$ cat src/rtl/nand_rd_pkg.sv
package nand_rd_pkg;
  typedef enum logic [1:0] {AREA_A = 2'd0, AREA_B = 2'd1, AREA_C = 2'd2} area_e;
  typedef enum logic [1:0] {ST_IDLE = 2'd0, ST_LOAD = 2'd1, ST_STREAM = 2'd2} rd_state_e;

  localparam logic [7:0] OP_AREA_A = 8'h00;
  localparam logic [7:0] OP_AREA_B = 8'h01;
  localparam logic [7:0] OP_AREA_C = 8'h50;
  localparam logic [7:0] OP_RESET  = 8'hFF;
endpackage

$ cat src/rtl/nand_cmd_decoder.sv
module nand_cmd_decoder
  import nand_rd_pkg::*;
#(
  parameter int ROW_W = 16
) (
  input  logic             clk,
  input  logic             rst_n,
  input  logic             ce_n,
  input  logic             cle,
  input  logic             ale,
  input  logic             we_p,
  input  logic [7:0]       din,
  output logic             start,
  output area_e            start_area,
  output logic [7:0]       start_col,
  output logic [ROW_W-1:0] start_row,
  output logic             reset_cmd,
  output area_e            ptr
);
  area_e       ptr_q, ptr_d;
  logic [1:0]  acnt_q, acnt_d;
  logic [7:0]  col_q, col_d;
  logic [7:0]  rlo_q, rlo_d;
  logic        cmd_v, adr_v, known_cmd;
  logic [15:0] row_full;

  assign cmd_v     = we_p & ~ce_n & cle & ~ale;
  assign adr_v     = we_p & ~ce_n & ale & ~cle;
  assign known_cmd = (din == OP_AREA_A) || (din == OP_AREA_B) ||
                     (din == OP_AREA_C) || (din == OP_RESET);
  assign start     = adr_v && (acnt_q == 2'd2);
  assign reset_cmd = cmd_v && (din == OP_RESET);
  assign row_full  = {din, rlo_q};
  assign start_row = row_full[ROW_W-1:0];
  assign start_col = col_q;
  assign start_area = ptr_q;
  assign ptr       = ptr_q;

  always_comb begin
    ptr_d  = ptr_q;
    acnt_d = acnt_q;
    col_d  = col_q;
    rlo_d  = rlo_q;
    if (cmd_v && known_cmd) begin
      acnt_d = 2'd0;
      case (din)
        OP_AREA_B: ptr_d = AREA_B;
        OP_AREA_C: ptr_d = AREA_C;
        default:   ptr_d = AREA_A;
      endcase
    end else if (adr_v) begin
      if (start) begin
        acnt_d = 2'd0;
        if (ptr_q == AREA_B) ptr_d = AREA_A;
      end else begin
        acnt_d = acnt_q + 2'd1;
      end
      if (acnt_q == 2'd0) col_d = din;
      if (acnt_q == 2'd1) rlo_d = din;
    end
  end

  always_ff @(posedge clk or negedge rst_n) begin
    if (!rst_n) begin
      ptr_q  <= AREA_A;
      acnt_q <= 2'd0;
      col_q  <= 8'd0;
      rlo_q  <= 8'd0;
    end else begin
      ptr_q  <= ptr_d;
      acnt_q <= acnt_d;
      col_q  <= col_d;
      rlo_q  <= rlo_d;
    end
  end
endmodule

$ cat src/rtl/nand_busy_timer.sv
module nand_busy_timer #(
  parameter int LOAD_CYC = 8
) (
  input  logic clk,
  input  logic rst_n,
  input  logic load,
  input  logic abort,
  output logic busy,
  output logic last
);
  localparam int CW = $clog2(LOAD_CYC + 1);

  logic [CW-1:0] cnt_q, cnt_d;

  assign busy = (cnt_q != '0);
  assign last = (cnt_q == CW'(1));

  always_comb begin
    cnt_d = cnt_q;
    if (load)       cnt_d = CW'(LOAD_CYC);
    else if (abort) cnt_d = '0;
    else if (busy)  cnt_d = cnt_q - CW'(1);
  end

  always_ff @(posedge clk or negedge rst_n) begin
    if (!rst_n) cnt_q <= '0;
    else        cnt_q <= cnt_d;
  end
endmodule

$ cat src/rtl/nand_ce_watch.sv
module nand_ce_watch #(
  parameter int CE_HOLD = 4
) (
  input  logic clk,
  input  logic rst_n,
  input  logic ce_n,
  output logic tmo
);
  localparam int CW = $clog2(CE_HOLD + 1);

  logic [CW-1:0] cnt_q, cnt_d;
  logic          sat;

  assign sat = (cnt_q == CW'(CE_HOLD));
  assign tmo = ce_n && sat;

  always_comb begin
    if (!ce_n)    cnt_d = '0;
    else if (sat) cnt_d = cnt_q;
    else          cnt_d = cnt_q + CW'(1);
  end

  always_ff @(posedge clk or negedge rst_n) begin
    if (!rst_n) cnt_q <= '0;
    else        cnt_q <= cnt_d;
  end
endmodule

$ cat src/rtl/nand_array_model.sv
module nand_array_model #(
  parameter int KW = 10
) (
  input  logic [KW-1:0] k,
  input  logic [7:0]    row_lo,
  output logic [7:0]    data
);
  logic [7:0] mixed;

  assign mixed = k[7:0] ^ {k[9:8], 6'b0};
  assign data  = mixed + row_lo;
endmodule

$ cat src/rtl/nand_read_engine.sv
module nand_read_engine
  import nand_rd_pkg::*;
#(
  parameter int         MAIN_BYTES    = 512,
  parameter int         SPARE_BYTES   = 16,
  parameter int         PAGES_PER_BLK = 32,
  parameter int         ROW_W         = 16,
  parameter int         LOAD_CYC      = 8,
  parameter int         CE_HOLD       = 4,
  parameter logic [7:0] FILL          = 8'h5A
) (
  input  logic       clk,
  input  logic       rst_n,
  input  logic       ce_n,
  input  logic       cle,
  input  logic       ale,
  input  logic       we_p,
  input  logic [7:0] din,
  input  logic       re_p,
  output logic [7:0] dout,
  output logic       rdy
);
  localparam int PAGE_BYTES = MAIN_BYTES + SPARE_BYTES;
  localparam int KW         = $clog2(PAGE_BYTES + 1);
  localparam int PBW        = $clog2(PAGES_PER_BLK);
  localparam int SPW        = $clog2(SPARE_BYTES);
  localparam int HALF       = MAIN_BYTES / 2;

  logic             start, reset_cmd, tmr_busy, tmr_last, tmo;
  area_e            sarea, ptr_cur;
  logic [7:0]       scol, arr_data;
  logic [ROW_W-1:0] srow;

  rd_state_e        st_q, st_d;
  logic [KW-1:0]    k_q, k_d, start_k, base_k;
  logic [ROW_W-1:0] row_q, row_d;
  area_e            area_q, area_d;
  logic [7:0]       dout_q, dout_d;
  logic             k_en, row_en, dout_en, tmr_load, tmr_abort, re_v, last_pg;

  nand_cmd_decoder #(.ROW_W(ROW_W)) u_dec (
    .clk(clk), .rst_n(rst_n), .ce_n(ce_n), .cle(cle), .ale(ale), .we_p(we_p),
    .din(din), .start(start), .start_area(sarea), .start_col(scol),
    .start_row(srow), .reset_cmd(reset_cmd), .ptr(ptr_cur)
  );

  nand_busy_timer #(.LOAD_CYC(LOAD_CYC)) u_tmr (
    .clk(clk), .rst_n(rst_n), .load(tmr_load), .abort(tmr_abort),
    .busy(tmr_busy), .last(tmr_last)
  );

  nand_ce_watch #(.CE_HOLD(CE_HOLD)) u_cew (
    .clk(clk), .rst_n(rst_n), .ce_n(ce_n), .tmo(tmo)
  );

  nand_array_model #(.KW(KW)) u_arr (
    .k(k_q), .row_lo(row_q[7:0]), .data(arr_data)
  );

  assign re_v    = re_p & ~ce_n;
  assign last_pg = (row_q[PBW-1:0] == {PBW{1'b1}});
  assign rdy     = ~tmr_busy;
  assign dout    = dout_q;

  always_comb begin
    case (sarea)
      AREA_B:  start_k = KW'(HALF) + KW'(scol);
      AREA_C:  start_k = KW'(MAIN_BYTES) + KW'(scol[SPW-1:0]);
      default: start_k = KW'(scol);
    endcase
    case (area_q)
      AREA_B:  base_k = KW'(HALF);
      AREA_C:  base_k = KW'(MAIN_BYTES);
      default: base_k = '0;
    endcase
  end

  always_comb begin
    st_d      = st_q;
    k_d       = k_q;
    row_d     = row_q;
    area_d    = area_q;
    dout_d    = dout_q;
    k_en      = 1'b0;
    row_en    = 1'b0;
    dout_en   = 1'b0;
    tmr_load  = 1'b0;
    tmr_abort = 1'b0;
    if (reset_cmd) begin
      st_d      = ST_IDLE;
      tmr_abort = 1'b1;
      if (re_v) begin dout_d = FILL; dout_en = 1'b1; end
    end else if (start) begin
      st_d     = ST_LOAD;
      k_d      = start_k;
      row_d    = srow;
      area_d   = sarea;
      k_en     = 1'b1;
      row_en   = 1'b1;
      tmr_load = 1'b1;
      if (re_v) begin dout_d = FILL; dout_en = 1'b1; end
    end else begin
      case (st_q)
        ST_LOAD: begin
          if (re_v) begin dout_d = FILL; dout_en = 1'b1; end
          if (tmo) begin
            st_d      = ST_IDLE;
            tmr_abort = 1'b1;
          end else if (tmr_last) begin
            st_d = ST_STREAM;
          end
        end
        ST_STREAM: begin
          if (tmo) begin
            st_d = ST_IDLE;
          end else if (re_v) begin
            dout_en = 1'b1;
            if (k_q < KW'(PAGE_BYTES)) begin
              dout_d = arr_data;
              k_d    = k_q + KW'(1);
              k_en   = 1'b1;
            end else if (last_pg) begin
              dout_d = FILL;
              st_d   = ST_IDLE;
            end else begin
              dout_d   = FILL;
              row_d    = row_q + ROW_W'(1);
              row_en   = 1'b1;
              k_d      = base_k;
              k_en     = 1'b1;
              st_d     = ST_LOAD;
              tmr_load = 1'b1;
            end
          end
        end
        default: begin
          if (re_v) begin dout_d = FILL; dout_en = 1'b1; end
        end
      endcase
    end
  end

  always_ff @(posedge clk or negedge rst_n) begin
    if (!rst_n) begin
      st_q   <= ST_IDLE;
      k_q    <= '0;
      row_q  <= '0;
      area_q <= AREA_A;
      dout_q <= FILL;
    end else begin
      st_q <= st_d;
      if (k_en)    k_q    <= k_d;
      if (row_en)  row_q  <= row_d;
      if (row_en)  area_q <= area_d;
      if (dout_en) dout_q <= dout_d;
    end
  end
endmodule

$ cat config.mk
export PLATFORM = sky130hd
export DESIGN_NAME = nand_read_engine
export DESIGN_NICKNAME = d
export VERILOG_FILES = /design/src/rtl/nand_rd_pkg.sv /design/src/rtl/nand_cmd_decoder.sv /design/src/rtl/nand_busy_timer.sv /design/src/rtl/nand_ce_watch.sv /design/src/rtl/nand_array_model.sv /design/src/rtl/nand_read_engine.sv
export SDC_FILE = /design/constraint.sdc
export NUM_CORES = 1
export LEC_CHECK = 0
export BUFFER_PORTS_ARGS = -buffer_cell sky130_fd_sc_hd__buf_2
export CAP_MARGIN = 20
export CORE_UTILIZATION = 40
export CTS_CLUSTER_DIAMETER = 50
export DETAILED_ROUTE_END_ITERATION = 6
export PLACE_DENSITY = 0.63
export SETUP_SLACK_MARGIN = 0.05
export SYNTH_ARGS = -nofsm -noshare
export SYNTH_HDL_FRONTEND = slang
export SYNTH_SLANG_ARGS = --single-unit
$ cat constraint.sdc
create_clock -name clk -period 6.65 [get_ports clk]
set_clock_uncertainty 0.05 [all_clocks]
set_input_delay 0.665 -clock clk [delete_from_list [all_inputs] [get_ports clk]]
set_output_delay 0.665 -clock clk [all_outputs]
set_load 0.005 [all_outputs]
==> impl_metrics.csv <==
group,metric,value,unit
run_status,status,"finished, final reports clean",
setup_path,reg2reg_setup_slack,4220,ps
cts,cts_tree,"done",
finish,n_antenna_cell,0,
yosys,yosysWarnings,0,
power_and_ir_drop,peakVddDrop,0.000162,V
sta,hold_viol,0,
setup_path,r2r-start,"row_q[0]",
sta,maxSlewViolCount,0,
cts,cts_hold_buf,0,
sta,fmax,412,MHz
grt,overflow,0,
route,ant_nets,0,
grt,grt_use_total,19.3,%
cts,cts_buffers,9,
finish,drive_gt1_share,20.5,%
yosys,synth_nets,381,
sta,fin_setup_tns,0,ps
setup_path,critPathMaxFanout,14,
yosys,syn_inst,347,
yosys,synthArstFlopShare,100,%
sta,rsz0062_at_grt,"no",
die,dieHeight,93.6,µm
yosys,yosysSeqAreaShare,42.6,%
route,wirelength,7.78,mm
sta,max_slew_margin,45.5,%
cts,cts_max_level,3,
setup_path,arrival,2650,ps
cts,ctsLongestPathBuffers,2,
route,wl_per_cell,16.0,µm
setup_path,cpMostUsedCell,"a21oi_1",
setup_path,cp.required,6870,ps
min_path,hold_class,"input port to async pin",
route,avgViaCountPerCell,5.62,
setup_path,worst-path-buf-inv,1,
yosys,synth-seq-cells,57,
setup_path,path_depth,9,
sta,setup_viol,0,
yosys,yosys_most_used_dff,"dfrtp_1",
setup_path,critPathLaunchType,"register",
setup_path,timing.rr.end,"row_q[6]",
finish,final_nets,409,
placed_design,placement.io_buffers,23,
route,drc_errors,0,
setup_path,critical_path.top_delay_family,"compound AO/OA/AOI/OAI gates",
cts,postCtsSetupBuffers,0,
die,core_area,8180,µm²
grt,grt_max_degree,58,
route,via_count,2727,
placed_design,dp_hpwl,5.59,mm
sta,period_minus_slack,2430,ps
die,io_pins,24,
grt,antenna_found_initial,0,
cts,root_buffer,"clkbuf_8",
yosys,synth.distinct_cells,64,
route,drtIter0Drc,186,
placed_design,globalplace.congestion,0.873,
yosys,syn_area,3360,µm²
sta,setup_slack,4220,ps
finish,area_delta_synth_final,13.8,%
setup_path,worstRegToRegCells,9,
power_and_ir_drop,power.leakage,0.00173,µW
grt,grt_pass1_wl,12.9,mm
power_and_ir_drop,power_density,352,nW/µm²
yosys,synthMostInstantiatedCell,"dfrtp_1",
placed_design,post-place-ws,3730,ps
setup_path,worstPathCellList,"ha_1, and3_1, ha_1, nor4bb_1, o211ai_1, a21oi_1, buf_4, a21oi_1, a21oi_1",
yosys,synthTopCellsByArea,"dfrtp_1 39%, ha_1 6.7%, mux2_2 5.4%, a21oi_1 3.4%, nand2_1 3.4%",
run,maxCapViolCount,0,
setup_path,setup.worst_path.end_class,"register",
cts,clk_pin_slew_worst_paths,70,ps
grt,grt_pass1_vias,2519,
yosys,synth-edff-count,0,
setup_path,crit_type,"register to register",
cts,clock_latency,340,ps
sta,fin_crit_sh,36.5,%
yosys,syn_avg_cell_area,9.68,µm²
yosys,netlist.area_leader.share,39.5,%
cts,ctsResizeCount,0,
die,die_area,8770,µm²
die,rows,33,
cts,cts.sinks,57,
sta,tightest_slew,811,ps
route,drt-pass1-iter-count,4,
yosys,synth_top_area_cell,"dfrtp_1",
setup_path,crit_path_max_incr_delay,450,ps
die,die_w,93.6,µm
yosys,synthTopCellsByCount,"53 x dfrtp_1, 30 x nand2_1, 26 x nor2_1, 23 x a21oi_1",
setup_path,crit_path_top_delay_cell,"dfrtp_1",
die,start_util,41.1,%
finish,fillers,790,
==> kinds of logic after synthesis <==
family                     Yosys count  share of synthesized area (%)
adders and majority gates           19                           7.30
xor gates and xnor gates             6                           1.56
DFF                                 57                           42.6
muxes                               18                           5.96
buffers and inverters               32                           3.95
AOI/OAI and AO/OA                   95                           19.6
and+or+nand+nor                    120                           19.0
==> layout make-up <==
cell class / count / area, µm² / share of cell area, %
clock inverters: 5 / 77.6 / 2.03
clock buffers: 11 / 151 / 3.96
repair buffers: 28 / 153 / 3.99
flip-flops and latches: 57 / 1430 / 37.4
multi-input cells: 258 / 1800 / 47.1
inverters: 21 / 78.8 / 2.06
well taps: 105 / 131 / 3.44
==> state kept, by name, summed over array words and instances (netlist names) <==
name	count
k_q	10
dout	8
row_q	8
u_dec.rlo_q	8
u_dec.start_col	8
u_tmr.cnt_q	4
u_cew.cnt_q	3
area_q	2
st_q	2
u_dec.acnt_q	2
u_dec.ptr	2
==> metal layers <==
metal  share of wire (%)  vias up  routed length [µm]  global-route usage [%]
met4                0.78        0                  61                    3.59
li1                    -     1336                   -                       -
met5                   0        -                   0                       0
met3                 5.9        6                 458                    5.37
met2                  43       83                3370                    29.2
met1                  50     1302                3890                    27.6
==> placed cells by master (no fill, tap or decap), drive strengths merged, types with 3 or more instances in the layout <==
cell and n:
ha 18, o21ai 20, nor4 3, a31oi 8
o2bb2ai 3, inv 21, nand3 13, or2 3
nand2b 4, nand3b 3, nor3b 4, nand4 3
a21o 3, dfrtp 53, o211ai 7, dfstp 4
and3 9, clkbuf 11, mux2 16, xnor2 5
nor2 26, a32o 3, a22o 3, nor3 7
a22oi 3, nand2 30, buf 28, o21a 4
a21oi 23
==> worst max-delay path by stage <==
stage	start	endpoint
final	row_q[0]	row_q[6]
after floorplan	row_q[0]	row_q[1]
after global placement	row_q[0]	row_q[3]
after CTS	row_q[0]	row_q[6]
after detailed placement	ce_n	row_q[6]
after global routing	row_q[0]	row_q[6]
==> through the flow <==
stage	cell area (µm²)	total power [µW]	cells	hold WS (ps)	util, %
2_1_floorplan	3360	848	347	319	-
3_3_place_gp	3590	964	468	431	43.9
3_5_place_dp	3590	973	468	440	43.9
4_1_cts	3820	1350	484	439	46.7
5_1_grt	3820	1440	485	467	46.8
6_report	3820	1340	485	415	46.8
==> where the power goes <==
part	switching (µW)	total [µW]	leakage, µW	internal, µW
logic	192	390	0.000896	198
clock network	143	373	0.000115	230
registers	112	581	0.000715	469
total	448	1340	0.00173	896
(Power assumes the default switching activity.)
